`src/rtl/irq_pkg.sv`:
```
package irq_pkg;
   // Index of the highest set bit of a mask (0 when the mask is empty).
   function automatic int unsigned top_bit(input logic [31:0] mask, input int unsigned width);
      int unsigned r;
      r = 0;
      for (int unsigned b = 0; b < width; b++)
         if (mask[b]) r = b;
      return r;
   endfunction
endpackage

```
`src/rtl/irq_flags.sv`:
```
module irq_flags #(
   parameter int NUM_SRC = 11,
   parameter int NUM_EXT = 2
) (
   input  logic               clk,
   input  logic               rst_n,
   input  logic [NUM_SRC-NUM_EXT-1:0] int_evt,
   input  logic [NUM_EXT-1:0] ext_n,
   input  logic [NUM_EXT-1:0] ext_edge,
   input  logic [NUM_SRC-1:0] clr,
   output logic [NUM_SRC-1:0] req
);
   for (genvar g = 0; g < NUM_SRC; g++) begin : g_src
      if (g < NUM_EXT) begin : g_ext
         logic pin_q;
         logic flag_q;
         always_ff @(posedge clk) begin
            if (!rst_n) begin
               pin_q  <= 1'b1;
               flag_q <= 1'b0;
            end else begin
               pin_q  <= ext_n[g];
               flag_q <= ext_edge[g] ? ((pin_q & ~ext_n[g]) | (flag_q & ~clr[g])) : 1'b0;
            end
         end
         assign req[g] = ext_edge[g] ? flag_q : ~pin_q;
      end else begin : g_int
         logic flag_q;
         always_ff @(posedge clk) begin
            if (!rst_n) flag_q <= 1'b0;
            else        flag_q <= int_evt[g-NUM_EXT] | (flag_q & ~clr[g]);
         end
         assign req[g] = flag_q;
      end
   end
endmodule

```
`src/rtl/irq_arbiter.sv`:
```
module irq_arbiter #(
   parameter int NUM_SRC = 11,
   parameter int NUM_LVL = 4,
   localparam int SRC_W = $clog2(NUM_SRC),
   localparam int LVL_W = $clog2(NUM_LVL)
) (
   input  logic [NUM_SRC-1:0] cand,
   input  logic [NUM_SRC-1:0] prio_hi,
   input  logic [NUM_SRC-1:0] prio_lo,
   output logic               found,
   output logic [SRC_W-1:0]   win_src,
   output logic [LVL_W-1:0]   win_lvl
);
   logic [LVL_W-1:0] lvl_of [NUM_SRC];

   for (genvar g = 0; g < NUM_SRC; g++) begin : g_lvl
      assign lvl_of[g] = {prio_hi[g], prio_lo[g]};
   end

   // Levels scanned from the top down, sources from index 0 up.
   always_comb begin
      found   = 1'b0;
      win_src = '0;
      win_lvl = '0;
      for (int l = NUM_LVL - 1; l >= 0; l--) begin
         for (int i = 0; i < NUM_SRC; i++) begin
            if (!found && cand[i] && lvl_of[i] == LVL_W'(l)) begin
               found   = 1'b1;
               win_src = SRC_W'(i);
               win_lvl = LVL_W'(l);
            end
         end
      end
   end
endmodule

```
`src/rtl/irq_inservice.sv`:
```
module irq_inservice #(
   parameter int NUM_LVL = 4,
   localparam int LVL_W = $clog2(NUM_LVL)
) (
   input  logic               clk,
   input  logic               rst_n,
   input  logic               grant,
   input  logic [LVL_W-1:0]   grant_lvl,
   input  logic               reti,
   output logic [NUM_LVL-1:0] isr,
   output logic               busy,
   output logic [LVL_W-1:0]   top_lvl
);
   import irq_pkg::*;

   logic [NUM_LVL-1:0] isr_q;

   assign busy    = |isr_q;
   assign top_lvl = LVL_W'(top_bit(32'(isr_q), NUM_LVL));
   assign isr     = isr_q;

   always_ff @(posedge clk) begin
      if (!rst_n)
         isr_q <= '0;
      else if (grant)
         isr_q <= isr_q | (NUM_LVL'(1) << grant_lvl);
      else if (reti && busy)
         isr_q <= isr_q & ~(NUM_LVL'(1) << top_lvl);
   end
endmodule

```
`src/rtl/irq_ctrl.sv`:
```
module irq_ctrl #(
   parameter int NUM_SRC    = 11,
   parameter int NUM_LVL    = 4,
   parameter int VEC_W      = 16,
   parameter int VEC_BASE   = 3,
   parameter int VEC_STRIDE = 8,
   localparam int NUM_EXT   = 2,
   localparam int SRC_W     = $clog2(NUM_SRC),
   localparam int LVL_W     = $clog2(NUM_LVL)
) (
   input  logic                       clk,
   input  logic                       rst_n,
   input  logic [NUM_SRC-NUM_EXT-1:0] int_evt,
   input  logic [NUM_EXT-1:0]         ext_n,
   input  logic [NUM_EXT-1:0]         ext_edge,
   input  logic [NUM_SRC-1:0]         src_en,
   input  logic [NUM_SRC-1:0]         prio_hi,
   input  logic [NUM_SRC-1:0]         prio_lo,
   input  logic                       sample_tick,
   input  logic                       insn_boundary,
   input  logic                       cfg_write,
   input  logic                       reti_pulse,
   output logic [NUM_SRC-1:0]         req_flags,
   output logic                       ack_valid,
   output logic [SRC_W-1:0]           ack_src,
   output logic [LVL_W-1:0]           ack_level,
   output logic [VEC_W-1:0]           ack_vec,
   output logic [NUM_LVL-1:0]         in_service
);
   if (NUM_LVL != 4) begin : g_bad_lvl
      $error("irq_ctrl: two priority bits per source need NUM_LVL == 4");
   end
   if (NUM_SRC <= NUM_EXT) begin : g_bad_src
      $error("irq_ctrl: NUM_SRC must exceed the external source count");
   end
   if (VEC_BASE + VEC_STRIDE * (NUM_SRC - 1) >= (1 << VEC_W)) begin : g_bad_vec
      $error("irq_ctrl: vector table does not fit VEC_W");
   end

   logic [NUM_SRC-1:0] pend_q;
   logic [NUM_SRC-1:0] clr;
   logic               found;
   logic [SRC_W-1:0]   win_src;
   logic [LVL_W-1:0]   win_lvl;
   logic               busy;
   logic [LVL_W-1:0]   top_lvl;
   logic               allow;
   logic               grant;

   irq_flags #(.NUM_SRC(NUM_SRC), .NUM_EXT(NUM_EXT)) flags_i (
      .clk(clk), .rst_n(rst_n), .int_evt(int_evt), .ext_n(ext_n),
      .ext_edge(ext_edge), .clr(clr), .req(req_flags)
   );

   irq_arbiter #(.NUM_SRC(NUM_SRC), .NUM_LVL(NUM_LVL)) arb_i (
      .cand(pend_q & src_en), .prio_hi(prio_hi), .prio_lo(prio_lo),
      .found(found), .win_src(win_src), .win_lvl(win_lvl)
   );

   irq_inservice #(.NUM_LVL(NUM_LVL)) isr_i (
      .clk(clk), .rst_n(rst_n), .grant(grant), .grant_lvl(win_lvl),
      .reti(reti_pulse), .isr(in_service), .busy(busy), .top_lvl(top_lvl)
   );

   assign allow = !busy || (win_lvl > top_lvl);
   assign grant = insn_boundary && !cfg_write && !reti_pulse && found && allow;
   assign clr   = grant ? (NUM_SRC'(1) << win_src) : '0;

   always_ff @(posedge clk) begin
      if (!rst_n) begin
         pend_q    <= '0;
         ack_valid <= 1'b0;
         ack_src   <= '0;
         ack_level <= '0;
         ack_vec   <= '0;
      end else begin
         pend_q    <= (sample_tick ? req_flags : pend_q) & ~clr;
         ack_valid <= grant;
         if (grant) begin
            ack_src   <= win_src;
            ack_level <= win_lvl;
            ack_vec   <= VEC_W'(VEC_BASE + VEC_STRIDE * int'(win_src));
         end
      end
   end
endmodule

```
`config.mk`:
```
export PLATFORM = sky130hd
export DESIGN_NAME = irq_ctrl
export DESIGN_NICKNAME = d
export VERILOG_FILES = /design/src/rtl/irq_pkg.sv /design/src/rtl/irq_flags.sv /design/src/rtl/irq_arbiter.sv /design/src/rtl/irq_inservice.sv /design/src/rtl/irq_ctrl.sv
export SDC_FILE = /design/constraint.sdc
export NUM_CORES = 1
export LEC_CHECK = 0
export ABC_CLOCK_PERIOD_IN_PS = 8300
export BUFFER_PORTS_ARGS = -buffer_cell sky130_fd_sc_hd__buf_4
export CAP_MARGIN = 5
export CORE_UTILIZATION = 50
export CTS_BUF_LIST = sky130_fd_sc_hd__clkbuf_8
export DETAILED_ROUTE_END_ITERATION = 12
export PLACE_DENSITY = 0.9
export SLEW_MARGIN = 20
export SYNTH_ARGS = -nofsm -noshare
export SYNTH_HDL_FRONTEND = slang
export SYNTH_SLANG_ARGS = --single-unit
```
`constraint.sdc`:
```
create_clock -name clk -period 8.3 [get_ports clk]
set_input_delay 1.245 -clock clk [delete_from_list [all_inputs] [get_ports clk]]
set_output_delay 1.245 -clock clk [all_outputs]
set_load 0.01 [all_outputs]
```
==> flow_summary.yaml, run 1 <==
outcome:
  outcome: "finished, final reports clean"
worst_hold_path:
  hold_end: "ack_vec[1]"
  hold_path.class: "reg2reg"
  min_path_cells: 1
  hp-start: "ack_vec[1]"
routing:
  first_pass_iters: 5
  drt_iter0_drc: 252
  ant_nets: 0
  wl_per_cell_um: 17.6
  vias_per_cell: 6.18
  via_count: 2974
  drc: 0
  drt_wl_total_um: 8480
power:
  pwr-share-seq_pct: 40.7
  p_sw_share_pct: 32.8
  power.internal_mw: 0.321
  p_per_area_mw_per_mm2: 141
  irDropWorstVdd_v: 0.000148
  switching_power_mw: 0.157
  clockPowerShare_pct: 28.4
  power_frac_comb_pct: 30.9
  leakagePower_nw: 1.47
  p_total_mw: 0.478
clocking:
  cts_hold_buf: 0
  cts_max_level: 2
  cts_setup_buffers: 0
  tritoncts: "done"
  cts.sinks: 36
  clkTransAtPathRegs_ps: 70
  clk_latency_ps: 290
  clock-root-buffer: "clkbuf_8"
  ctsResizeCount: 0
  cts_buffer_depth: 2
  cts_made_buffers: 5
layout:
  fin_cells: 481
  diodes: 0
  utilization_pct: 64.3
  multi_input_area_sq_mm: 0.00184
  area_delta_synth_final_pct: 20.6
  drive_gt1_share_pct: 26.5
  fin_area_sq_mm: 0.00339
  regArea_sq_um: 721
  fillers: 460
  nets: 465
worst_setup_path:
  crit_path_end_kind: "flip-flop"
  crit_type: "in2reg"
  r2r-end: "flags_i.g_src[7].g_int.flag_q"
  r2r_cells: 14
  crit_fanout: 9
  cp-start-kind: "primary input"
  worstPathArrival_ps: 4630
  r2r_slack_ps: 4500
  reg2reg_from: "pend_q[3]"
  worst_ep_required_time_ps: 8460
yosys:
  synthArstFlopShare_pct: 0
  ys.warnings.count: 0
  synth_top_flop_cell: "dfxtp_1"
  syn_area_per_cell_sq_um: 8.05
  synth_top_area_share_pct: 25.6
  synthCells: 349
  synth_top_area_cell: "dfxtp_1"
  ys_seq_area_share_pct: 25.6
  syn_area_sq_mm: 0.00281
  ys_seq_elements: 36
  ys_types: 62
  synth_edf_count: 0
  synthTopCellsByArea: "dfxtp_1 (26%), buf_4 (6.7%), nand4b_1 (5.3%), o21ai_0 (4.1%), nand4_1 (3.6%)"
timing:
  finalSetupViolCount: 0
  drv_slew: 0
  slew_headroom_pct: 49.2
  rsz0062_at_grt: "false"
  tightest_slew_ps: 757
  tns_ps: 0
  hold_viol_final: 0
  max_freq_mhz: 223
  period_needed_ps: 4480
  period_share_pct: 54.0
  finClkSkew_ps: 0.736
global_routing:
  grt.total_usage_pct: 28.2
  grt_pass1_wl_um: 13300
  grt_pass1_vias: 2705
  grt_max_degree: 37
  grt_remaining_overflow: 0
  antenna_found_initial: 0
floorplanning:
  die_w_um: 77.0
  fp.dieH_um: 77.0
  die_area_sq_mm: 0.00592
  core_sq_mm: 0.00527
  initial_core_util_pct: 53.3
  row_count: 26
  io_pins: 90
placed_design:
  dp_hpwl_um: 6440
  io_buffer_count: 79
  placed_cells: 474
  dpl_cell_area_sq_mm: 0.00329
  gp_congestion: 0.960
job:
  maxCapViolCount: 0
how the worst max path moves through the flow:
| stage | startpoint | endpoint | slack (ps) |
|---|---|---|---|
| finish | prio_hi[2] | flags_i.g_src[7].g_int.flag_q | 3820 |
| detailed placement | prio_hi[2] | flags_i.g_src[7].g_int.flag_q | 3560 |
| global route | prio_hi[2] | flags_i.g_src[7].g_int.flag_q | 3640 |
| CTS | prio_hi[2] | flags_i.g_src[7].g_int.flag_q | 3830 |
| global placement | prio_hi[3] | flags_i.g_src[7].g_int.flag_q | 3800 |
| floorplan | src_en[4] | flags_i.g_src[3].g_int.flag_q | 4390 |
cell usage in the layout, fill, tap and decap left out, types with 2 or more instances in the layout:
cell	netlist	layout
a32oi_1	2	2
o2111ai_1	2	2
dfxtp_1	36	36
nand4b_1	17	17
nor3b_1	5	5
or3_1	3	3
clkbuf_8	0	7
nor4b_1	2	2
or2_1	3	3
a21oi_1	14	14
o211ai_1	13	13
ha_1	2	2
and4b_1	4	4
nand2b_1	13	13
o21ai_0	23	23
nand4_1	16	16
a31oi_1	15	15
nand2_1	21	21
and4bb_2	4	4
nor2_1	22	22
nand3_1	12	12
nor4bb_1	3	3
and3_1	2	2
nand4bb_1	4	4
inv_1	13	13
a21boi_0	2	2
buf_4	25	79
conb_1	1	10
nor3_4	2	2
nand3_2	2	2
and2_1	5	5
nor4_1	2	2
a21o_1	2	2
nor3_1	12	12
nor2b_1	7	7
o41ai_1	4	4
o21ai_1	2	2
worst max-delay path, stage by stage:
cell	delay (ps)
buf_4	130
nand4_1	160
nand4_1	200
nor4_2	420
nand2_1	210
o21ai_0	440
inv_1	100
ha_1	310
nand2_1	60
o21ai_0	80
o41ai_1	60
and3_1	270
o31a_1	320
and2_1	440
a41oi_2	160
synth_stat cells (13+ instances only):
master	number
inv_1	13
nand4_1	16
buf_4	25
o211ai_1	13
nand4b_1	17
nand2b_1	13
dfxtp_1	36
a31oi_1	15
a21oi_1	14
o21ai_0	23
nor2_1	22
nand2_1	21
metrics by stage:
step	setup slack [ps]	hold slack, ps
floorplan	4390	514
global placement	3800	483
detailed placement	3560	483
CTS	3830	500
global route	3640	534
finish	3820	498
power groups by stage:
stage,sequential (mW),combinational [mW],clock (mW)
after floorplan,0.195,0.0967,0
after global placement,0.197,0.141,0
after detailed placement,0.198,0.144,0
after CTS,0.194,0.145,0.135
after global routing,0.196,0.158,0.144
final,0.195,0.148,0.136
kinds of logic (layout without fill, tap and decap cells):
logic type	count (synthesis)	after routing	share of synthesized area [%]
adders and majority gates	2	2	0.890
AOI/OAI and AO/OA	92	92	22.1
and+or+nand+nor	171	171	40.8
buffers and inverters	46	99	10.0
other	1	10	0.133
muxes	1	1	0.401
DFF	36	36	25.6
cell type report:
type                    instances  share of cell area [%]
clock buffers                   7                    2.84
multi-input cells             276                    54.4
inverters                      13                    1.44
flip-flops and latches         36                    21.3
repair buffers                 79                    17.5
well taps                      70                    2.58
sequential cells by signal, summed over array words and instances, names as in the netlist:
name	count
ack_vec	1
isr_i.isr	4
flags_i.g_src.g_ext.flag_q	2
ack_level	2
flags_i.g_src.g_ext.pin_q	2
ack_src	4
flags_i.g_src.g_int.flag_q	9
ack_valid	1
pend_q	11
metal layers:
metal / share of wire, % / global-route usage (%) / vias up / wire [um]
met5: 0 / 0 / - / 0
met4: 2.5 / 10.2 / 0 / 209
met3: 7.8 / 3.69 / 21 / 659
met2: 48 / 48.6 / 173 / 4050
met1: 42 / 35.8 / 1344 / 3560
li1: - / - / 1436 / -
(Power assumes the default switching activity.)
==> inputs of run 2 (changes only) <==
--- a/config.mk
+++ b/config.mk
@@ -5,10 +5,11 @@
 export SDC_FILE = /design/constraint.sdc
 export NUM_CORES = 1
 export LEC_CHECK = 0
-export ABC_CLOCK_PERIOD_IN_PS = 8300
+export ABC_AREA = 1
+export ABC_CLOCK_PERIOD_IN_PS = 3900
 export BUFFER_PORTS_ARGS = -buffer_cell sky130_fd_sc_hd__buf_4
 export CAP_MARGIN = 5
-export CORE_UTILIZATION = 50
+export CORE_UTILIZATION = 48
 export CTS_BUF_LIST = sky130_fd_sc_hd__clkbuf_8
 export DETAILED_ROUTE_END_ITERATION = 12
 export PLACE_DENSITY = 0.9
==> constraint.sdc (replaced) <==
create_clock -name clk -period 3.9 [get_ports clk]
set_input_delay 0.585 -clock clk [delete_from_list [all_inputs] [get_ports clk]]
set_output_delay 0.585 -clock clk [all_outputs]
set_load 0.01 [all_outputs]
==> flow_summary.yaml, run 2 <==
worst_setup_path:
  critPathLaunch: "src_en[1]"
  crit_path_end_kind: "flip-flop"
  crit_family: "simple AND/OR/NAND/NOR gates"
  cp_num_buf_inv: 4
  r2r-end: "flags_i.g_src[8].g_int.flag_q"
  worst_path_most_repeated_cell: "nor2_4"
  cp-start-kind: "primary input"
  crit_type: "in2reg"
  crit_fanout: 4
  crit_slowest_cell: "nor2_4"
  worst_ep_required_time_ps: 4070
  r2r_slack_ps: -710
  reg2reg_from: "pend_q[0]"
  worstPathArrival_ps: 4800
  r2r_cells: 32
  slowest_delay_ps: 240
floorplanning:
  die_w_um: 77.6
  initial_core_util_pct: 49.9
  io_pins: 90
  fp.dieH_um: 77.6
  die_area_sq_mm: 0.00603
  row_count: 27
  core_sq_mm: 0.00551
layout:
  final_cell_mix: "buf_4 (176), inv_1 (68), nand2_1 (42)"
  regMostFlops: "pend_q"
  fillers: 223
  largestRegisters: "pend_q: 11 flops, flags_i.g_src.g_int.flag_q: 9 flops"
  layout_commonest_cell: "buf_4"
  fin_area_sq_mm: 0.00482
  drive_gt1_share_pct: 51.3
  fin_cells: 671
  area_delta_synth_final_pct: 75.8
  largest_reg_flops: 11
  nets: 651
global_routing:
  grt.total_usage_pct: 39.1
  grt_util_met2_pct: 69.3
  antenna_found_initial: 0
  grt_max_degree: 25
  grt_remaining_overflow: 0
  grt_pass1_vias: 3811
  grt_use_met3_pct: 8.00
  use_met1_pct: 40.2
  grt_busiest_layer: "met2"
  grt_pass1_wl_um: 18200
timing:
  finClkSkew_ps: 13.0
  rsz0062_at_grt: "true"
  tightest_slew_ps: 625
  slew_headroom_pct: 58.0
  timing.hold.ws_ps: 480
  drv_slew: 0
  max_freq_mhz: 216
  setup_ws_ps: -728
  hold_viol_final: 0
  period_needed_ps: 4630
  finalSetupViolCount: 34
  period_share_pct: 119
routing:
  vias_per_cell: 6.49
  drc: 0
  via_count: 4356
  ant_nets: 0
  first_pass_iters: 12
  drt_iter0_drc: 697
  wl_per_cell_um: 22.7
  drt_wl_total_um: 15200
worst_hold_path:
  hold_path.class: "reg2reg"
  min_path_cells: 2
  hp-start: "flags_i.g_src[0].g_ext.pin_q"
  hold_end: "flags_i.g_src[0].g_ext.flag_q"
clocking:
  tritoncts: "done"
  clkTransAtPathRegs_ps: 70
  cts_buffer_depth: 2
  cts.sinks: 36
  cts_hold_buf: 0
  clk_latency_ps: 310
  clock-root-buffer: "clkbuf_8"
  cts_max_level: 2
  cts_made_buffers: 5
power:
  clockPowerShare_pct: 24.1
  irDropWorstVdd_v: 0.000381
  p_per_area_mw_per_mm2: 320
  leakagePower_nw: 2.36
  power.internal_mw: 0.951
  p_sw_share_pct: 38.4
  switching_power_mw: 0.594
  power_frac_comb_pct: 48.6
  pwr-share-seq_pct: 27.3
yosys:
  synth_top_flop_cell: "dfxtp_1"
  synth_edf_count: 0
  syn_area_per_cell_sq_um: 6.57
  synth_top_area_cell: "dfxtp_1"
  yosysMostFrequentCell: "inv_1"
  synthCells: 418
  ys.warnings.count: 0
  synth_top_area_share_pct: 26.3
  ys_types: 33
  ys_seq_elements: 36
  synth_top_cells_by_count: "inv_1 (71), nand2_1 (56), nor2_1 (48), dfxtp_1 (36), nor3_1 (28)"
  synthTopCellsByArea: "dfxtp_1 (26%), inv_1 (9.7%), nand2_1 (7.7%), buf_4 (6.6%), nor2_1 (6.6%)"
  synthArstFlopShare_pct: 0
  ys_seq_area_share_pct: 26.3
  syn_area_sq_mm: 0.00275
placed_design:
  gp_congestion: 0.981
  dp_hpwl_um: 7250
  placed_cells: 607
  io_buffer_count: 79
  dpl_cell_area_sq_mm: 0.00379
job:
  maxCapViolCount: 0
outcome:
  outcome: "finished, violations left"
  violations: "negative setup slack"
[run 2: metal layers]
layer	vias to the layer above	part of all wire [%]
met4	0	11
met5	-	0
met3	202	12
li1	1717	-
met2	476	45
met1	1961	32
[run 2: through the flow]
stage                     utilization (%)  worst slack (ps)  TNS (ps)  power, mW
after CTS                            81.5              -141     -2290       1.37
after floorplan                         -             -79.2      -428      0.681
after global routing                 87.6              -956    -28380       1.58
after detailed placement             68.8              -561    -15460      0.874
final                                87.6              -728    -19550       1.55
after global placement               68.8              -416    -11690      0.865
[run 2: timing repair]
item,in CTS,in global routing
setup buffers,48,8
setup endpoints to repair,34,34
pin swaps,13,18
gates resized for setup,53,59
[run 2: how the worst max path moves through the flow]
stage | end | slack, ps | depth (start not counted)
global placement | flags_i.g_src[10].g_int.flag_q | -420 | 33
finish | flags_i.g_src[8].g_int.flag_q | -730 | 33
CTS | flags_i.g_src[10].g_int.flag_q | -140 | 34
detailed placement | flags_i.g_src[10].g_int.flag_q | -560 | 33
global route | isr_i.isr[1] | -960 | 33
floorplan | flags_i.g_src[10].g_int.flag_q | -80 | 33
[run 2: area by class of cell]
class | count | area, sq um | area share, %
Sequential cell | 36 | 728 | 15.1
Clock buffer | 7 | 96.3 | 2.00
Inverter | 73 | 282 | 5.84
Clock inverter | 1 | 30.0 | 0.622
Antenna cell | 1 | 2.50 | 0.0519
Tap cell | 72 | 90.1 | 1.87
Timing Repair Buffer | 192 | 1510 | 31.3
Multi-Input combinational cell | 289 | 2090 | 43.3
[run 2: cells by family (layout without fill, tap and decap cells)]
group           Yosys count  in the layout  share of synthesized area [%]
simple gates            207            207                           40.8
buf+inv                 102            273                           17.2
compound gates           70             70                           14.6
flops                    36             36                           26.3
fa+ha+maj                 2              2                          0.911
other cells               1             11                          0.137
[run 2: tightest hold or removal path, cell delays in order, from the launching register on]
cell     delay (ps)
dfxtp_1         320
nand2_1          70
a21oi_1          50
[run 2: power groups by stage]
stage / Combinational, mW / Sequential (mW) / Clock, mW
finish: 0.751 / 0.422 / 0.372
CTS: 0.591 / 0.415 / 0.361
detailed placement: 0.452 / 0.422 / 0
global route: 0.775 / 0.422 / 0.382
floorplan: 0.259 / 0.421 / 0
global placement: 0.444 / 0.421 / 0
==> inputs of run 3 (changes only) <==
--- a/config.mk
+++ b/config.mk
@@ -12,7 +12,7 @@
 export CORE_UTILIZATION = 48
 export CTS_BUF_LIST = sky130_fd_sc_hd__clkbuf_8
 export DETAILED_ROUTE_END_ITERATION = 12
-export PLACE_DENSITY = 0.9
+export PLACE_DENSITY = 0.75
 export SLEW_MARGIN = 20
 export SYNTH_ARGS = -nofsm -noshare
 export SYNTH_HDL_FRONTEND = slang
==> flow_summary.yaml, run 3 (synthesized netlist as in run 2, its figures left out) <==
outcome:
  outcome: "finished, violations left"
  violations: "negative setup slack"
clocking:
  cts_hold_buf: 0
  cts.sinks: 36
  clkTransAtPathRegs_ps: 70
  clk_latency_ps: 290
  cts_made_buffers: 5
  tritoncts: "done"
  cts_max_level: 2
  clock-root-buffer: "clkbuf_8"
  cts_buffer_depth: 2
global_routing:
  antenna_found_initial: 0
  use_met1_pct: 34.3
  grt_util_met2_pct: 55.6
  grt_remaining_overflow: 0
  grt.total_usage_pct: 30.1
  grt_max_degree: 25
  grt_use_met3_pct: 2.82
  grt_busiest_layer: "met2"
  grt_pass1_wl_um: 14500
  grt_pass1_vias: 3238
floorplanning:
  fp.dieH_um: 77.6
  core_sq_mm: 0.00551
  die_area_sq_mm: 0.00603
  die_w_um: 77.6
  io_pins: 90
  initial_core_util_pct: 49.9
  row_count: 27
placed_design:
  io_buffer_count: 79
  placed_cells: 615
  dp_hpwl_um: 7110
  gp_congestion: 0.884
worst_setup_path:
  cp-start-kind: "primary input"
  worst_ep_required_time_ps: 4070
  worstPathArrival_ps: 4360
  r2r-end: "flags_i.g_src[10].g_int.flag_q"
  crit_path_end_kind: "flip-flop"
  crit_slowest_cell: "o41ai_2"
  reg2reg_from: "pend_q[0]"
  crit_type: "in2reg"
  slowest_delay_ps: 240
  cp_num_buf_inv: 4
  crit_fanout: 5
  crit_family: "simple AND/OR/NAND/NOR gates"
  worst_path_most_repeated_cell: "nor2_4"
  r2r_slack_ps: -250
  r2r_cells: 32
timing:
  timing.hold.ws_ps: 479
  tightest_slew_ps: 547
  finClkSkew_ps: 9.73
  period_needed_ps: 4190
  period_share_pct: 108
  rsz0062_at_grt: "true"
  drv_slew: 0
  finalSetupViolCount: 34
  setup_ws_ps: -295
  max_freq_mhz: 238
  slew_headroom_pct: 63.2
  hold_viol_final: 0
layout:
  largestRegisters: "pend_q: 11 flops, flags_i.g_src.g_int.flag_q: 9 flops"
  layout_commonest_cell: "buf_4"
  regMostFlops: "pend_q"
  largest_reg_flops: 11
  area_delta_synth_final_pct: 63.9
  drive_gt1_share_pct: 46.2
  diodes: 0
  fillers: 367
  nets: 638
  fin_cells: 656
  final_cell_mix: "buf_4 (167), inv_1 (70), nand2_1 (43)"
worst_hold_path:
  hp-start: "flags_i.g_src[0].g_ext.pin_q"
  hold_path.class: "reg2reg"
  hold_end: "flags_i.g_src[0].g_ext.flag_q"
  min_path_cells: 2
power:
  p_per_area_mw_per_mm2: 286
  p_total_mw: 1.29
  irDropWorstVdd_v: 0.000376
  leakagePower_nw: 2.22
routing:
  drt_iter0_drc: 182
  via_count: 3401
  drt_wl_total_um: 9410
  vias_per_cell: 5.18
  drc: 0
  ant_nets: 0
  wl_per_cell_um: 14.3
  first_pass_iters: 5
job:
  maxCapViolCount: 0
-- run 3: cell count changes in the layout (fill, tap and decap cells not counted), moves of 5 or more --
cell,change
buf_6,-5
nor3_2,-5
nor2_4,-6
nor3_1,+7
buf_4,-9
nand3_1,+5
-- run 3: final cells by class --
cell class | instances | area [sq um] | share of cell area [%]
inverters | 73 | 282 | 6.26
clock inverters | 2 | 8.76 | 0.195
multi-input cells | 289 | 1930 | 42.8
clock buffers | 5 | 68.8 | 1.53
flip-flops and latches | 36 | 723 | 16.1
well taps | 72 | 90.1 | 2.00
repair buffers | 179 | 1400 | 31.1
-- run 3: stage by stage --
stage,setup TNS (ps),utilization (%),area (sq um),setup slack (ps)
final,-7420,81.7,4500,-295
after detailed placement,-18660,69.9,3850,-647
after floorplan,-428,-,2870,-79.2
after global placement,-14220,69.9,3850,-501
after CTS,-5200,75.3,4150,-213
after global routing,-16180,81.7,4500,-560
-- run 3: how the worst max path moves through the flow --
stage               slack (ps)                             end  startpoint  cells after the start
global route              -560   flags_i.g_src[8].g_int.flag_q  prio_hi[0]                     33
global placement          -500  flags_i.g_src[10].g_int.flag_q  prio_hi[0]                     34
detailed placement        -650  flags_i.g_src[10].g_int.flag_q  prio_hi[0]                     34
floorplan                  -80  flags_i.g_src[10].g_int.flag_q   src_en[2]                     33
finish                    -290  flags_i.g_src[10].g_int.flag_q   src_en[2]                     33
CTS                       -210  flags_i.g_src[10].g_int.flag_q   src_en[2]                     34
-- run 3: timing repair --
item,CTS,global route
pin swaps,7,15
resized for setup,16,59
endpoints found under the setup margin,34,34
setup buffers,21,13
-- run 3: report_power, final --
part / leakage [nW] / internal, mW / total, mW / switching, mW
combinational: 1.88 / 0.307 / 0.625 / 0.318
clock: 0.0452 / 0.119 / 0.247 / 0.129
sequential: 0.298 / 0.394 / 0.416 / 0.0216
total: 2.22 / 0.820 / 1.29 / 0.468
-- run 3: per-layer routing --
layer	vias up	wire [um]
met4	0	315
met3	27	407
met1	1556	3870
li1	1679	-
met2	139	4810
met5	-	0
-- run 3: tightest hold or removal path, cell delays in order, from the launching register on --
cell     delay, ps
dfxtp_1        320
nand2_1         60
a21oi_1         60
